$ cat config.mk
export PLATFORM = sky130hd
export DESIGN_NAME = irq_vector_ctrl
export DESIGN_NICKNAME = d
export VERILOG_FILES = /design/src/rtl/vic_pkg.sv /design/src/rtl/vic_capture.sv /design/src/rtl/vic_lowest.sv /design/src/rtl/vic_rd_mux.sv /design/src/rtl/irq_vector_ctrl.sv
export SDC_FILE = /design/constraint.sdc
export NUM_CORES = 1
export LEC_CHECK = 0
export CAP_MARGIN = 5
export CELL_PAD_IN_SITES_DETAIL_PLACEMENT = 0
export CELL_PAD_IN_SITES_GLOBAL_PLACEMENT = 1
export CORE_AREA = 2 2 107 109
export CTS_BUF_LIST = sky130_fd_sc_hd__clkbuf_4 sky130_fd_sc_hd__clkbuf_8
export CTS_CLUSTER_SIZE = 16
export DETAILED_ROUTE_END_ITERATION = 10
export DIE_AREA = 0 0 109 111
export DONT_BUFFER_PORTS = 1
export GPL_TIMING_DRIVEN = 0
export PLACE_DENSITY_LB_ADDON = 0.3
export SYNTH_ARGS = -nofsm -noshare
export SYNTH_HDL_FRONTEND = slang
export SYNTH_SLANG_ARGS = --single-unit
$ cat constraint.sdc
create_clock -name clk -period 2.1 [get_ports clk]
set_clock_uncertainty 0.05 [all_clocks]
set_input_delay 0.105 -clock clk [delete_from_list [all_inputs] [get_ports clk]]
set_output_delay 0.105 -clock clk [all_outputs]
set_load 0.01 [all_outputs]
$ cat src/rtl/vic_pkg.sv
`timescale 1ns/1ps
package vic_pkg;
    typedef enum logic [2:0] {
        OFF_STATUS = 3'd0,
        OFF_PEND   = 3'd1,
        OFF_ENABLE = 3'd2,
        OFF_ACK    = 3'd3,
        OFF_SETEN  = 3'd4,
        OFF_CLREN  = 3'd5,
        OFF_VECTOR = 3'd6,
        OFF_MASTER = 3'd7
    } vic_off_e;

    localparam int MST_OUT = 0;
    localparam int MST_CAP = 1;
    localparam int NUM_OFF = 8;
endpackage

$ cat src/rtl/vic_capture.sv
`timescale 1ns/1ps
module vic_capture #(
    parameter int NUM_SRC = 32,
    parameter logic [NUM_SRC-1:0] EDGE_SRC = '0
) (
    input  logic [NUM_SRC-1:0] base,
    input  logic [NUM_SRC-1:0] irq_in,
    input  logic [NUM_SRC-1:0] prev_in,
    input  logic               cap_en,
    output logic [NUM_SRC-1:0] status_next
);
    for (genvar g = 0; g < NUM_SRC; g++) begin : g_src
        if (EDGE_SRC[g]) begin : g_edge
            // a new rise overrides any clear applied to base
            assign status_next[g] = base[g] | (cap_en & irq_in[g] & ~prev_in[g]);
        end else begin : g_level
            assign status_next[g] = cap_en ? irq_in[g] : base[g];
        end
    end
endmodule

$ cat src/rtl/vic_lowest.sv
`timescale 1ns/1ps
module vic_lowest #(
    parameter int N     = 32,
    parameter int IDX_W = 5
) (
    input  logic [N-1:0]     req,
    output logic             found,
    output logic [IDX_W-1:0] idx
);
    always_comb begin
        found = 1'b0;
        idx   = '0;
        for (int i = N - 1; i >= 0; i--) begin
            if (req[i]) begin
                found = 1'b1;
                idx   = IDX_W'(i);
            end
        end
    end
endmodule

$ cat src/rtl/vic_rd_mux.sv
`timescale 1ns/1ps
module vic_rd_mux
    import vic_pkg::*;
#(
    parameter int NUM_SRC = 32,
    parameter int DATA_W  = 32,
    parameter int ADDR_W  = 4
) (
    input  logic [ADDR_W-1:0]  addr,
    input  logic [NUM_SRC-1:0] status,
    input  logic [NUM_SRC-1:0] pending,
    input  logic [NUM_SRC-1:0] enable,
    input  logic [DATA_W-1:0]  vector,
    input  logic [1:0]         master,
    output logic [DATA_W-1:0]  rdata
);
    logic in_map;
    assign in_map = (32'(addr) < NUM_OFF);

    always_comb begin
        rdata = '0;
        if (in_map) begin
            case (vic_off_e'(addr[2:0]))
                OFF_STATUS: rdata = DATA_W'(status);
                OFF_PEND:   rdata = DATA_W'(pending);
                OFF_ENABLE: rdata = DATA_W'(enable);
                OFF_VECTOR: rdata = vector;
                OFF_MASTER: rdata = DATA_W'(master);
                default:    rdata = '0;
            endcase
        end
    end
endmodule

$ cat src/rtl/irq_vector_ctrl.sv
`timescale 1ns/1ps
module irq_vector_ctrl
    import vic_pkg::*;
#(
    parameter int NUM_SRC = 32,
    parameter int DATA_W  = 32,
    parameter int ADDR_W  = 4,
    parameter logic [NUM_SRC-1:0] EDGE_SRC = NUM_SRC'(32'h0000_FFFF)
) (
    input  logic               clk,
    input  logic               rst_n,
    input  logic [NUM_SRC-1:0] irq_in,
    input  logic [ADDR_W-1:0]  bus_addr,
    input  logic               bus_wr,
    input  logic [DATA_W-1:0]  bus_wdata,
    output logic [DATA_W-1:0]  bus_rdata,
    output logic               irq_out
);
    localparam int IDX_W = (NUM_SRC > 1) ? $clog2(NUM_SRC) : 1;

    typedef struct packed {
        logic [NUM_SRC-1:0] status;
        logic [NUM_SRC-1:0] enable;
        logic [NUM_SRC-1:0] prev;
        logic [1:0]         master;
    } vic_state_t;

    vic_state_t st_d, st_q;

    logic               wr_hit;
    vic_off_e           wr_off;
    logic [NUM_SRC-1:0] wsrc;
    logic [NUM_SRC-1:0] status_base;
    logic [NUM_SRC-1:0] status_next;
    logic [NUM_SRC-1:0] pending;
    logic               pend_found;
    logic [IDX_W-1:0]   pend_idx;
    logic [DATA_W-1:0]  vector;

    assign wr_hit = bus_wr && (32'(bus_addr) < NUM_OFF);
    assign wr_off = vic_off_e'(bus_addr[2:0]);
    assign wsrc   = bus_wdata[NUM_SRC-1:0];

    // status after bus effects, before input capture
    always_comb begin
        status_base = st_q.status;
        if (wr_hit && wr_off == OFF_STATUS) status_base = wsrc;
        if (wr_hit && wr_off == OFF_ACK)    status_base = st_q.status & ~wsrc;
    end

    vic_capture #(
        .NUM_SRC  (NUM_SRC),
        .EDGE_SRC (EDGE_SRC)
    ) u_cap (
        .base        (status_base),
        .irq_in      (irq_in),
        .prev_in     (st_q.prev),
        .cap_en      (st_q.master[MST_CAP]),
        .status_next (status_next)
    );

    always_comb begin
        st_d        = st_q;
        st_d.prev   = irq_in;
        st_d.status = status_next;
        if (wr_hit) begin
            case (wr_off)
                OFF_ENABLE: st_d.enable = wsrc;
                OFF_SETEN:  st_d.enable = st_q.enable | wsrc;
                OFF_CLREN:  st_d.enable = st_q.enable & ~wsrc;
                OFF_MASTER: st_d.master = bus_wdata[1:0];
                default:    ;
            endcase
        end
    end

    always_ff @(posedge clk) begin
        if (!rst_n) st_q <= '0;
        else        st_q <= st_d;
    end

    assign pending = st_q.status & st_q.enable;

    vic_lowest #(
        .N     (NUM_SRC),
        .IDX_W (IDX_W)
    ) u_enc (
        .req   (pending),
        .found (pend_found),
        .idx   (pend_idx)
    );

    assign vector  = pend_found ? DATA_W'(pend_idx) : '1;
    assign irq_out = st_q.master[MST_OUT] & st_q.master[MST_CAP] & (|pending);

    vic_rd_mux #(
        .NUM_SRC (NUM_SRC),
        .DATA_W  (DATA_W),
        .ADDR_W  (ADDR_W)
    ) u_rd (
        .addr    (bus_addr),
        .status  (st_q.status),
        .pending (pending),
        .enable  (st_q.enable),
        .vector  (vector),
        .master  (st_q.master),
        .rdata   (bus_rdata)
    );
endmodule

==> key figures <==
Timing
  – Time the worst path needs with I/O delays and setup: 2.41 ns
  – Period Utilization, post-route: 115%
  – Setup repair after global routing missed its margin: yes
  – Final hold violations: 0
  – Final critical-path setup slack: -0.310 ns
  – Fin. max-slew vios: 0
  – Max-Slew Margin vs Limit: 7.40%
  – Worst Max-Slew Pin Slew: 1.39 ns
  – Maximum frequency from static timing analysis: 0.415 GHz
  – Final hold slack: 0.00430 ns
  – Setup-failing EPs final: 32

Worst setup path
  – Max FO, Critical Path: 5
  – Worst reg2reg setup slack: 0.47 ns
  – Startpoint of the most critical setup path: st_q[44]
  – Nature of the critical path startpoint: register
  – Data arrival time of the critical path: 2.26 ns
  – Data required, critical path: 1.95 ns
  – Crit Path Category: reg -> out
  – Setup crit end: bus_rdata[1]
  – Worst r2r path cells: 5
  – Nature of the critical path endpoint: primary output
  – Worst reg2reg path endpoint: st_q[68]
  – Start of the worst register-to-register path: st_q[1]

Logic synthesis
  – Netlist area before placement: 0.00511 mm^2
  – Register area share after synthesis: 32.1%
  – Number of distinct library cells after synthesis: 54
  – Total nets after synthesis: 744
  – Register bit count reported by yosys: 82
  – Synthesized area per cell: 7.59 um^2
  – Synthesis Warnings: 0
  – Synthesized instance count: 673

Floorplan
  – Width of the die: 109 um
  – Effective utilization at floorplan: 46.1%
  – Die Y-Extent: 111 um
  – Core box area: 0.0111 mm^2
  – Core Rows: 39
  – Top-Level Pins: 104
  – Die ar.: 0.0121 mm^2

Clock tree
  – Clock latency at the later pin of the worst-skew pair: 0.37 ns
  – CTS buffer count: 9
  – Clock tree root buffer cell: clkbuf_8
  – CTS tree: built
  – Number of clock sinks: 82
  – Bufs on Longest Clock Path: 2
  – Max H-tree Level: 3
  – Clock transition time at the flip-flop clock pins of the worst setup and hold paths: 0.09 ns

Route
  – Number of antenna-violating nets in the routed design: 0
  – Number of DRC violations after detailed routing: 0
  – Starting DRC count in detailed routing: 519
  – Via count of the routed design: 5645
  – Total detailed-routing wirelength: 18.1 mm
  – DRT Pass-1 Iters: 6
  – Avg WL per Cell: 19.7 um
  – Vias per std cell: 6.14

Power and ir drop
  – Power share of the clock group: 34.1%
  – Switching Power: 0.998 mW
  – Sequential power share: 49.7%
  – Maximum resistive drop on vdd: 0.443 mV
  – Power share of the combinational group: 16.2%
  – Internal power consumption: 2.32 mW
  – Switch share: 30.1%
  – Pwr Density: 497 mW/mm^2
  – Pleak: 2.14 nW

Run
  – Max_cap viols: 0

Global route
  – Vias in the first global route: 5298
  – Overall Global Routing Usage: 30.8%
  – Initial antenna violation count: 0
  – Most Used Layer, Global Route: met2
  – Global-route wire length before repair: 28.7 mm
  – Met1 Usage GRT: 43.0%
  – Maximum number of pins on one net before global-route repair: 15
  – Met2 global-route usage: 45.2%
  – Global-route congestion overflow total: 0
  – GR Layer Usage met3: 8.58%

Cells and area
  – Biggest register: st_q
  – Area added between synthesis and finish: 30.7%
  – Ant. Diodes: 0
  – Final cell utilization of the core: 60.3%
  – Fin nets: 842
  – Final Cell Area: 0.00668 mm^2
  – Layout cell share with drive strength beyond 1: 16.2%
  – Multi-input gate area: 0.00350 mm^2
  – Max FFs per register: 82
  – Count of placed standard cells in the final layout, fillers left out: 919
  – Register cell area after layout: 0.00167 mm^2
  – Registers with the most flip-flops: st_q (82)
  – Count of fill cells added during filler insertion: 1011

Placement
  – Last weighted congestion value of the routability-driven placer: 0.938
  – Area after DPL: 0.00529 mm^2
  – Final HPWL from detailed placement: 12.7 mm
  – Pre-CTS WS: -0.178 ns
  – Total of buffers placed on input and output ports: 0
  – DP Cell Count: 816

Status
  – Violations in the final reports: setup timing
  – Run status: finished, violations left

Worst hold path
  – Type of the worst min-delay path: in -> reg
==> worst max-delay path, cell delays in order, from the launching register on <==
cell and delay, ns:
dfxtp_1 0.37, a22o_4 0.26, nor4_4 0.31, nand2_2 0.12
or3_4 0.42, a31o_1 0.19, a21oi_2 0.21
==> area by class of cell <==
class                   instances  share of cell area [%]
clock buffers                  11                    2.17
flip-flops and latches         82                    25.0
clock inverters                 5                   0.581
repair buffers                 87                    12.3
plain buffers                  51                    4.14
well taps                     143                    2.68
multi-input cells             527                    52.3
inverters                      13                   0.731
==> per-layer routing <==
metal | part of all wire (%) | routed length [um] | vias up
met1 | 45 | 8070 | 2681
met4 | 2.3 | 409 | 0
li1 | - | - | 2642
met2 | 43 | 7850 | 289
met5 | 0 | 0 | -
met3 | 9.8 | 1780 | 33
==> worst min-delay path by stage <==
stage / start / end / cells past startpoint
detailed placement: irq_in[9] / st_q[11] / 1
finish: bus_wdata[22] / st_q[88] / 3
global placement: irq_in[8] / st_q[10] / 1
CTS: bus_wdata[22] / st_q[88] / 3
floorplan: irq_in[8] / st_q[10] / 1
global route: bus_wdata[22] / st_q[88] / 3
==> metrics by stage <==
| step | TNS, ns | power, mW |
|---|---|---|
| 2_1_floorplan | 0 | 1.94 |
| 5_1_grt | -10.48 | 3.44 |
| 3_3_place_gp | -0.925 | 2.03 |
| 3_5_place_dp | -1.27 | 2.04 |
| 6_report | -7.37 | 3.32 |
| 4_1_cts | -6.33 | 3.30 |
==> kinds of logic after synthesis <==
family	after synthesis	synth area share, %
buffers and inverters	64	6.02
AOI/OAI and AO/OA	290	37.1
muxes	2	0.392
and+or+nand+nor	235	24.3
DFF	82	32.1
==> power groups by stage <==
stage / clock network [mW] / registers (mW) / logic, mW
2_1_floorplan: 0 / 1.67 / 0.271
3_3_place_gp: 0 / 1.68 / 0.347
3_5_place_dp: 0 / 1.68 / 0.355
4_1_cts: 1.13 / 1.65 / 0.524
5_1_grt: 1.19 / 1.65 / 0.587
6_report: 1.13 / 1.65 / 0.539
==> repair_timing <==
action / 4_1_cts / 5_1_grt
endpoints found under the hold margin: 82 / 0
pin swaps: 14 / 11
endpoints found under the setup margin: 32 / 33
gates resized for setup: 78 / 12
setup buffers: 16 / 7
hold buffers: 64 / 0
==> layout by cell type (no fill, tap or decap), drive strengths merged, types with 3 or more instances in the layout <==
master / netlist / layout
o21ai: 116 / 116
nand2: 98 / 98
dfxtp: 82 / 82
dlygate4sd3: 0 / 64
a22oi: 57 / 57
and2: 50 / 50
a21oi: 50 / 50
clkbuf: 32 / 43
nor2b: 41 / 41
buf: 18 / 41
nand2b: 18 / 18
a32o: 18 / 18
a2bb2oi: 16 / 16
inv: 13 / 14
nor2: 10 / 10
a22o: 8 / 8
nor3: 5 / 5
or3: 4 / 4
clkinv: 0 / 4
a31oi: 3 / 3
a32oi: 3 / 3
a222oi: 3 / 3
a221oi: 3 / 3
==> cell usage after synthesis, drive strengths merged <==
| master | number | share of area, % |
|---|---|---|
| o211ai | 1 | 0.15 |
| o21a | 1 | 0.15 |
| or2 | 1 | 0.17 |
| o21ba | 1 | 0.20 |
| a211oi | 2 | 0.54 |
| and3b | 1 | 0.17 |
| nor4 | 1 | 0.42 |
| clkbuf | 32 | 2.4 |
| o21ai | 116 | 11 |
| a31oi | 3 | 0.37 |
| a211o | 1 | 0.20 |
| nand2 | 98 | 7.3 |
| mux2i | 2 | 0.39 |
| a21boi | 2 | 0.37 |
| o2111ai | 2 | 0.34 |
| a2bb2oi | 16 | 2.7 |
| a22oi | 57 | 8.5 |
| a32o | 18 | 3.5 |
| a222oi | 3 | 0.59 |
| nor2 | 10 | 0.73 |
| a32oi | 3 | 0.51 |
| and3 | 1 | 0.12 |
| nand2b | 18 | 2.2 |
| nand4 | 1 | 0.12 |
| nor2b | 41 | 5.0 |
| dfxtp | 82 | 32 |
| bufbuf | 1 | 0.37 |
| a31o | 1 | 0.17 |
| a21o | 2 | 0.29 |
| nor3 | 5 | 0.69 |
| a21oi | 50 | 5.1 |
| and2b | 1 | 0.15 |
| or3 | 4 | 0.69 |
| and2 | 50 | 6.1 |
| inv | 13 | 0.95 |
| a221oi | 3 | 0.51 |
| nand3 | 2 | 0.20 |
| a22o | 8 | 1.5 |
| buf | 18 | 2.4 |
| nand3b | 1 | 0.15 |
No activity file was read; power rests on OpenSTA's default activity.
